[config.mk]
export PLATFORM = sky130hd
export DESIGN_NAME = fpm_strobe_decoder
export DESIGN_NICKNAME = d
export VERILOG_FILES = /design/src/rtl/fpm_strobe_decoder.sv
export SDC_FILE = /design/constraint.sdc
export NUM_CORES = 1
export LEC_CHECK = 0
export BUFFER_PORTS_ARGS = -buffer_cell sky130_fd_sc_hd__buf_2
export CORE_MARGIN = 5
export CORE_UTILIZATION = 65
export CTS_CLUSTER_SIZE = 24
export DETAILED_ROUTE_END_ITERATION = 10
export PLACE_DENSITY = 0.84
export SYNTH_ARGS = -nofsm -noshare
export SYNTH_HDL_FRONTEND = slang
export SYNTH_SLANG_ARGS = --single-unit
[constraint.sdc]
create_clock -name clk -period 3.8 [get_ports clk]
set_input_delay 0.38 -clock clk [delete_from_list [all_inputs] [get_ports clk]]
set_output_delay 0.38 -clock clk [all_outputs]
set_load 0.02 [all_outputs]
[src/rtl/fpm_strobe_decoder.sv]
`timescale 1ns/1ps
module fpm_strobe_decoder #(
  parameter int ADDR_W       = 12,
  parameter int DQ_W         = 4,
  parameter int MODE_4K      = 1,
  parameter int MEM_ROW_BITS = 3,
  parameter int MEM_COL_BITS = 3,
  parameter int SELF_CYC     = 12500
) (
  input  logic              clk,
  input  logic              rst_n,
  input  logic              ras_n,
  input  logic              cas_n,
  input  logic              we_n,
  input  logic              oe_n,
  input  logic [ADDR_W-1:0] addr,
  input  logic [DQ_W-1:0]   dq_in,
  output logic [DQ_W-1:0]   dq_out,
  output logic              dq_oe,
  output logic [ADDR_W-1:0] row_q,
  output logic [ADDR_W-1:0] col_q,
  output logic              rd_en,
  output logic              wr_stb,
  output logic [DQ_W-1:0]   wr_data,
  output logic              rfsh_stb,
  output logic [ADDR_W-1:0] rfsh_row,
  output logic [ADDR_W-1:0] rfsh_cnt,
  output logic              self_rfsh,
  output logic [2:0]        cyc_type
);
  localparam int ROW_W = (MODE_4K != 0) ? ADDR_W : ADDR_W - 1;
  localparam int COL_W = (MODE_4K != 0) ? ADDR_W - 2 : ADDR_W - 1;
  localparam logic [ADDR_W-1:0] ROW_MASK = {ADDR_W{1'b1}} >> (ADDR_W - ROW_W);
  localparam logic [ADDR_W-1:0] COL_MASK = {ADDR_W{1'b1}} >> (ADDR_W - COL_W);
  localparam int IDX_W = MEM_ROW_BITS + MEM_COL_BITS;
  localparam int DEPTH = 1 << IDX_W;
  localparam int SC_W  = $clog2(SELF_CYC + 1);
  localparam logic [SC_W-1:0] SC_LAST = SC_W'(SELF_CYC - 1);

  localparam logic [2:0] CT_READ   = 3'd1;
  localparam logic [2:0] CT_EARLY  = 3'd2;
  localparam logic [2:0] CT_LATE   = 3'd3;
  localparam logic [2:0] CT_RMW    = 3'd4;
  localparam logic [2:0] CT_RONLY  = 3'd5;
  localparam logic [2:0] CT_CBR    = 3'd6;
  localparam logic [2:0] CT_HIDDEN = 3'd7;

  logic ras_q, cas_q, we_q;
  logic row_open, cbr_act, col_seen, cas_acc;
  logic early_wr, late_done, dvalid, oe_seen;
  logic [SC_W-1:0] self_cnt;
  logic [DQ_W-1:0] dout;
  logic [DQ_W-1:0] mem [DEPTH];

  wire ras_fall = ras_q & ~ras_n;
  wire ras_rise = ~ras_q & ras_n;
  wire cas_fall = cas_q & ~cas_n;
  wire cas_rise = ~cas_q & cas_n;
  wire we_fall  = we_q & ~we_n;

  wire [ADDR_W-1:0] row_pins = addr & ROW_MASK;
  wire [ADDR_W-1:0] col_pins = addr & COL_MASK;

  wire acc_cas_fall = cas_fall & row_open & ~ras_n;
  wire early_hit    = acc_cas_fall & ~we_n;
  wire late_we      = we_fall & ~cas_n & ~cas_q & cas_acc & row_open &
                      ~early_wr & ~late_done;
  wire late_write   = late_we & oe_n;

  wire [IDX_W-1:0] acc_idx  = {row_q[MEM_ROW_BITS-1:0], col_pins[MEM_COL_BITS-1:0]};
  wire [IDX_W-1:0] late_idx = {row_q[MEM_ROW_BITS-1:0], col_q[MEM_COL_BITS-1:0]};
  wire             mem_we   = early_hit | late_write;
  wire [IDX_W-1:0] mem_widx = early_hit ? acc_idx : late_idx;

  assign dq_out = dout;
  assign dq_oe  = ~cas_n & ~oe_n & dvalid & ~early_wr & ~late_done;

  always_ff @(posedge clk)
    if (mem_we) mem[mem_widx] <= dq_in;

  always_ff @(posedge clk) begin
    if (!rst_n) begin
      ras_q     <= 1'b1;
      cas_q     <= 1'b1;
      we_q      <= 1'b1;
      row_open  <= 1'b0;
      cbr_act   <= 1'b0;
      col_seen  <= 1'b0;
      cas_acc   <= 1'b0;
      early_wr  <= 1'b0;
      late_done <= 1'b0;
      dvalid    <= 1'b0;
      oe_seen   <= 1'b0;
      self_cnt  <= '0;
      self_rfsh <= 1'b0;
      dout      <= '0;
      row_q     <= '0;
      col_q     <= '0;
      rd_en     <= 1'b0;
      wr_stb    <= 1'b0;
      wr_data   <= '0;
      rfsh_stb  <= 1'b0;
      rfsh_row  <= '0;
      rfsh_cnt  <= '0;
      cyc_type  <= '0;
    end else begin
      ras_q    <= ras_n;
      cas_q    <= cas_n;
      we_q     <= we_n;
      rd_en    <= 1'b0;
      wr_stb   <= 1'b0;
      rfsh_stb <= 1'b0;

      if (ras_fall) begin
        if (!cas_n) begin
          cbr_act  <= 1'b1;
          self_cnt <= '0;
          rfsh_stb <= 1'b1;
          rfsh_row <= rfsh_cnt;
          rfsh_cnt <= (rfsh_cnt + 1'b1) & ROW_MASK;
          cyc_type <= cas_acc ? CT_HIDDEN : CT_CBR;
        end else begin
          row_open <= 1'b1;
          col_seen <= 1'b0;
          row_q    <= row_pins;
        end
      end

      if (ras_rise) begin
        row_open  <= 1'b0;
        cbr_act   <= 1'b0;
        self_rfsh <= 1'b0;
        if (row_open && !col_seen) begin
          rfsh_stb <= 1'b1;
          rfsh_row <= row_q;
          cyc_type <= CT_RONLY;
        end
      end

      if (cbr_act && !ras_n && !ras_fall && !self_rfsh) begin
        if (self_cnt == SC_LAST) self_rfsh <= 1'b1;
        else                     self_cnt  <= self_cnt + 1'b1;
      end

      if (cas_acc && !cas_n && !cas_q && !oe_n) oe_seen <= 1'b1;

      if (acc_cas_fall) begin
        col_q     <= col_pins;
        col_seen  <= 1'b1;
        cas_acc   <= 1'b1;
        late_done <= 1'b0;
        oe_seen   <= 1'b0;
        if (!we_n) begin
          early_wr <= 1'b1;
          dvalid   <= 1'b0;
          wr_stb   <= 1'b1;
          wr_data  <= dq_in;
          cyc_type <= CT_EARLY;
        end else begin
          early_wr <= 1'b0;
          dvalid   <= 1'b1;
          rd_en    <= 1'b1;
          dout     <= mem[acc_idx];
          cyc_type <= CT_READ;
        end
      end

      if (late_write) begin
        wr_stb    <= 1'b1;
        wr_data   <= dq_in;
        late_done <= 1'b1;
        cyc_type  <= oe_seen ? CT_RMW : CT_LATE;
      end

      if (cas_rise) begin
        cas_acc   <= 1'b0;
        early_wr  <= 1'b0;
        late_done <= 1'b0;
        dvalid    <= 1'b0;
        oe_seen   <= 1'b0;
      end
    end
  end

  assert_rd_wr_excl_R4: assert property (@(posedge clk) disable iff (!rst_n)
    !(rd_en && wr_stb));

  assert_wr_cas_low_R5: assert property (@(posedge clk) disable iff (!rst_n)
    wr_stb |-> $past(!cas_n));

  assert_cnt_step_R10: assert property (@(posedge clk) disable iff (!rst_n)
    (rfsh_stb && (cyc_type == CT_CBR || cyc_type == CT_HIDDEN)) |->
      (rfsh_cnt == ((rfsh_row + 1'b1) & ROW_MASK)));

  assert_ronly_hiz_R12: assert property (@(posedge clk) disable iff (!rst_n)
    (rfsh_stb && cyc_type == CT_RONLY) |-> !dq_oe);

  assert_self_ras_low_R13: assert property (@(posedge clk) disable iff (!rst_n)
    self_rfsh |-> $past(!ras_n));

  assert_oe_cas_held_R14: assert property (@(posedge clk) disable iff (!rst_n)
    dq_oe |-> $past(!cas_n));
endmodule

# Word-level counts from Yosys, hierarchy flattened
# Memory sizes are Yosys's and may differ from the RTL's. A register that Yosys moved wholly into a read port is not among the register bits.
# Index checks and enable logic that the tools add are counted.
[totals] reg_bits=82 ram_bits=256 in_bits=22 wordCells=122 n_memories=1
[classes] n_addsub=2 eq_ne=2 mux=39 bitwise_logic=29 n_reduce_logical=27
[mem_list] name="mem" words=64 width=4 read_ports=1 rd_clocked_by_memory_dff=1 write_ports=1 line="53" text="logic [DQ_W-1:0] mem [DEPTH];"
[ops] op="two-way mux 14 bit" count=4
[ops] op="two-way mux 12 bit" count=4
[ops] op="two-way mux 3 bit" count=8
[ops] op="AND 1 bit" count=19
[ops] op="two-way mux 1 bit" count=19
[ops] op="adder 14 x 1 -> 14 bit (second input constant)" count=1
[ops] op="equality test 14 bit (second input constant)" count=1
[ops] op="adder 12 x 1 -> 12 bit (second input constant)" count=1
[ops] op="two-way mux 4 bit" count=3
[ops] op="AND reduction 2 bit" count=6
[ops] op="inverter 1 bit" count=9
[ops] op="logical NOT 1 bit" count=8
[ops] op="logical AND 1 bit" count=7
[ops] op="nonzero test 2 bit" count=3
[ops] op="OR reduction 2 bit" count=2
[ops] op="OR reduction 3 bit" count=1
[ops] op="two-way mux 2 bit" count=1
[ops] op="inequality test 2 x 1 -> 1 bit (second input constant)" count=1
[ops] op="OR 1 bit" count=1

# Depth between registers and ports, before layout
[logic_depth] word_depth=12 depth_mapped=9 mapped_depth_nobuf=6

# Least setup slack after synthesis
# OpenSTA, ideal clock, no wires.
[synth_path] path_type="input to register" from="input port cas_n" to="memory mem[32][0] (enable)" setup_ns=0.329 t_arrival_ns=1.983 setup_slack_ns=1.488 path_stages=5 path_buffers=1 cell_sequence="or3b_4 or4_4 buf_6 a211o_4 nor2_1"
[synth_via] elab_chain_len=11
[synth_rtl] element="start: declaration" line="13" text="input logic cas_n,"
[synth_rtl] element="inverter 1 bit (no line) *"
[synth_rtl] element="AND 1 bit (5 in series)" line="66" text="wire late_we = we_fall & ~cas_n & ~cas_q & cas_acc & row_open &"
[synth_rtl] element="AND 1 bit" line="67" text="~early_wr & ~late_done;"
[synth_rtl] element="AND 1 bit" line="68" text="wire late_write = late_we & oe_n;"
[synth_rtl] element="OR 1 bit" line="72" text="wire mem_we = early_hit | late_write;"
[synth_rtl] element="two-way mux 1 bit" line="79" text="if (mem_we) mem[mem_widx] <= dq_in;"
[synth_rtl] element="two-way mux 1 bit (implied by the code)" line="79"
[synth_rtl] element="end: declaration" line="53"
# Every way passes the cells marked *; elsewhere a longest branch is shown, timed or not.

# Final worst setup path
[layout_path] from="register row_open" to="memory mem[32][1] (enable)"
[layout_via] elab_chain_len=7
[layout_rtl] element="start: declaration" line="49" text="logic row_open, cbr_act, col_seen, cas_acc;"
[layout_rtl] element="start signal: assignment" line="86" text="row_open <= 1'b0;"
[layout_rtl] element="start signal: assignment" line="123" text="row_open <= 1'b1;"
[layout_rtl] element="start signal: assignment" line="130" text="row_open <= 1'b0;"
[layout_rtl] element="AND 1 bit (2 in series)" line="66"
[layout_rtl] element="AND 1 bit" line="67"
[layout_rtl] element="AND 1 bit" line="68"
[layout_rtl] element="OR 1 bit" line="72"
[layout_rtl] element="two-way mux 1 bit" line="79"
[layout_rtl] element="two-way mux 1 bit (implied by the code)" line="79"
# Several ways; a longest one is shown, not always the timed one.

==> results.py <==
metrics = {
    "outcome": {
        "outcome": "completed",
    },
    "timing": {
        "max_freq_ghz": 0.340,
        "finalHoldViolCount": 0,
        "skew_ns": 0.0284,
        "tns_ns": 0,
        "hold_slack_ns": 0.117,
        "setup_violations": 0,
        "worst_pin_slew_ns": 1.00,
        "rsz0062_at_grt": "false",
        "finalCritPeriodShare": 0.773,
        "maxSlewViolCount": 0,
        "fin_ws_ns": 0.861,
        "maxSlewHeadroom": 0.331,
        "period_minus_slack_ns": 2.94,
    },
    "drt": {
        "drc": 0,
        "drt_iter0_drc": 1161,
        "ant_nets": 0,
        "first_pass_iters": 6,
        "vias": 8819,
        "vias_per_cell": 6.57,
        "wire_per_inst_um": 24.8,
        "routed_wirelength_mm": 33.3,
    },
    "clock_network": {
        "numCtsBuffers": 34,
        "htreeDepth": 2,
        "ctsHoldBuffers": 0,
        "cts_tree": "built",
        "clkSlewWorstSetupHoldPaths_ns": 0.06,
        "clkLatencyLatePin_ns": 0.52,
        "cts_buffer_depth": 3,
        "cts-root-buf": "clkbuf_16",
        "clock_sinks": 342,
        "post_cts_resized": 0,
        "cts_setup_buffers": 0,
    },
    "floorplanning": {
        "core-area_um2": 21200,
        "die_w_um": 157,
        "io_pins": 86,
        "die_h_um": 157,
        "initial_core_util": 0.665,
        "num_rows": 53,
        "die-area_um2": 24700,
    },
    "global_routing": {
        "overflow": 0,
        "grt_pass1_vias": 8702,
        "gr-usage-met3": 0.0561,
        "grtUsageMet1": 0.372,
        "grt_antenna_before_repair": 0,
        "top_usage_layer": "met2",
        "grt_max_degree": 54,
        "grt_pass1_wl_mm": 51.4,
        "gr-usage-all-layers": 0.275,
        "use_met2": 0.459,
    },
    "worst_setup_path": {
        "crit_end": "mem[32][1]",
        "cp-startpoint": "row_open",
        "r2r_cells": 4,
        "start_kind": "register",
        "regToRegEndpoint": "mem[32][1]",
        "path_cells": "nand4b_1 -> mux2i_1 -> nand2_1 -> nor2_1",
        "slowest_stage": "nand4b_1",
        "cp-end-kind": "register",
        "slowest_delay_ns": 0.68,
        "regToRegStartpoint": "row_open",
        "cp_data_arrival_time_ns": 3.11,
        "reg2reg_slack_ns": 0.86,
        "required_ns": 3.97,
        "worst-path-max-fanout": 11,
        "critPathKind": "register to register",
    },
    "placement": {
        "post-place-ws_ns": 0.743,
        "gp_congestion": 0.846,
        "port_buffers": 83,
        "hpwl_mm": 21.1,
    },
    "power_and_ir_drop": {
        "power_w": 0.00756,
        "power_density_nw_per_um2": 482,
        "vdd_ir_drop_max_mv": 0.427,
        "leakage_nw": 5.50,
    },
    "synthesis": {
        "yosys_register_bits": 342,
        "synth_area_per_cell_um2": 14.6,
        "synthesis.area_um2": 14100,
        "synth_edf_count": 256,
        "synth_top_flop_cell": "edfxtp_1",
        "synthArstFlopShare": 0,
        "synth.distinct_cells": 64,
        "synth_cells": 962,
        "yosysWarnings": 0,
        "ys_seq_area_frac": 0.669,
    },
    "finish": {
        "drive_gt1_frac": 0.215,
        "fill_cells": 1252,
        "mostFrequentLayoutCells": "256 x edfxtp_1, 117 x nand2_1, 86 x nor2_1, 86 x dfxtp_1, 82 x buf_2",
        "seqCellArea_um2": 9410,
        "multi_input_area_um2": 4350,
        "nNetsFinal": 1067,
        "layout_commonest_cell": "edfxtp_1",
        "areaGrowthSynthToFinish_pct": 11.4,
        "insertedDiodeCount": 0,
    },
    "min_path": {
        "hp-class": "input port to register",
    },
    "flow_run": {
        "drv_cap": 0,
    },
}
[sequential cells by signal (all words and copies together), names as in the netlist, 3 cells and up]
name	cells
self_cnt	14
mem	256
wr_data	4
cyc_type	3
col_q	10
row_q	12
rfsh_row	12
rfsh_cnt	12
dq_out	4
[cells in the mapped netlist, types with 7 or more instances]
cell type | count | area share
a21boi_0 | 33 | 0.018
a21oi_1 | 12 | 0.0043
a22oi_1 | 8 | 0.0043
and2_1 | 17 | 0.0076
and3_1 | 10 | 0.0044
buf_2 | 14 | 0.0050
clkbuf_1 | 29 | 0.0077
dfxtp_1 | 86 | 0.12
edfxtp_1 | 256 | 0.55
mux2_2 | 7 | 0.0056
mux2i_1 | 32 | 0.023
mux4_2 | 57 | 0.091
nand2_1 | 117 | 0.031
nand2b_1 | 14 | 0.0062
nand3_1 | 34 | 0.012
nand4_1 | 11 | 0.0049
nor2_1 | 86 | 0.023
nor2b_1 | 18 | 0.0080
o211a_1 | 11 | 0.0078
o21ai_0 | 11 | 0.0039
[final cells by class]
cell class                 count  area share
tap                          275      0.0219
multi-input combinational    563       0.277
inverter                       3    0.000718
clock inverter                11     0.00511
timing repair buffer          99      0.0343
sequential                   342       0.600
clock buffer                  49      0.0606
[through the flow]
stage               utilization  instance area [µm²]  instances
global route              0.741                15700       1342
finish                    0.741                15700       1342
floorplan                     -                14100        963
CTS                       0.741                15700       1342
global placement          0.693                14700       1282
detailed placement        0.693                14700       1282
[worst min path at each step]
stage,startpoint,end,slack (ns),cells past startpoint
after floorplan,dvalid,dvalid,0.43,2
after global placement,col_q[9],col_q[9],0.45,2
after detailed placement,col_q[9],col_q[9],0.46,2
after CTS,addr[10],row_q[10],0.10,3
after global routing,addr[10],row_q[10],0.13,3
final,addr[10],row_q[10],0.12,3
[cells by family (layout without fill, tap and decap cells)]
family	count (synthesis)	in the layout	synth area share
compound gates	105	105	0.0559
xor+xnor	9	9	0.00560
fa+ha+maj	2	2	0.00178
buf+inv	58	162	0.0230
flops	342	342	0.669
mux	97	97	0.121
other cells	1	2	0.000266
simple gates	348	348	0.123
[critical path: cells and delay by family, from the launching register on]
family        cells  cell delay [ns]
simple gates      3             1.57
mux               1             0.60
flops             1             0.41
[report_power, final]
part,leakage (nW),switching [W],total [W],internal [W]
clock,0.510,0.00134,0.00315,0.00181
combinational,1.99,0.000234,0.000366,0.000132
sequential,3.00,0.0000225,0.00405,0.00403
total,5.50,0.00160,0.00756,0.00597
[metal layers]
metal / routed length [µm] / up-vias
li1: - / 3797
met1: 12300 / 4344
met2: 16400 / 582
met3: 3620 / 96
met4: 1080 / 0
met5: 0 / -
Power figures use the tool's default switching activity.
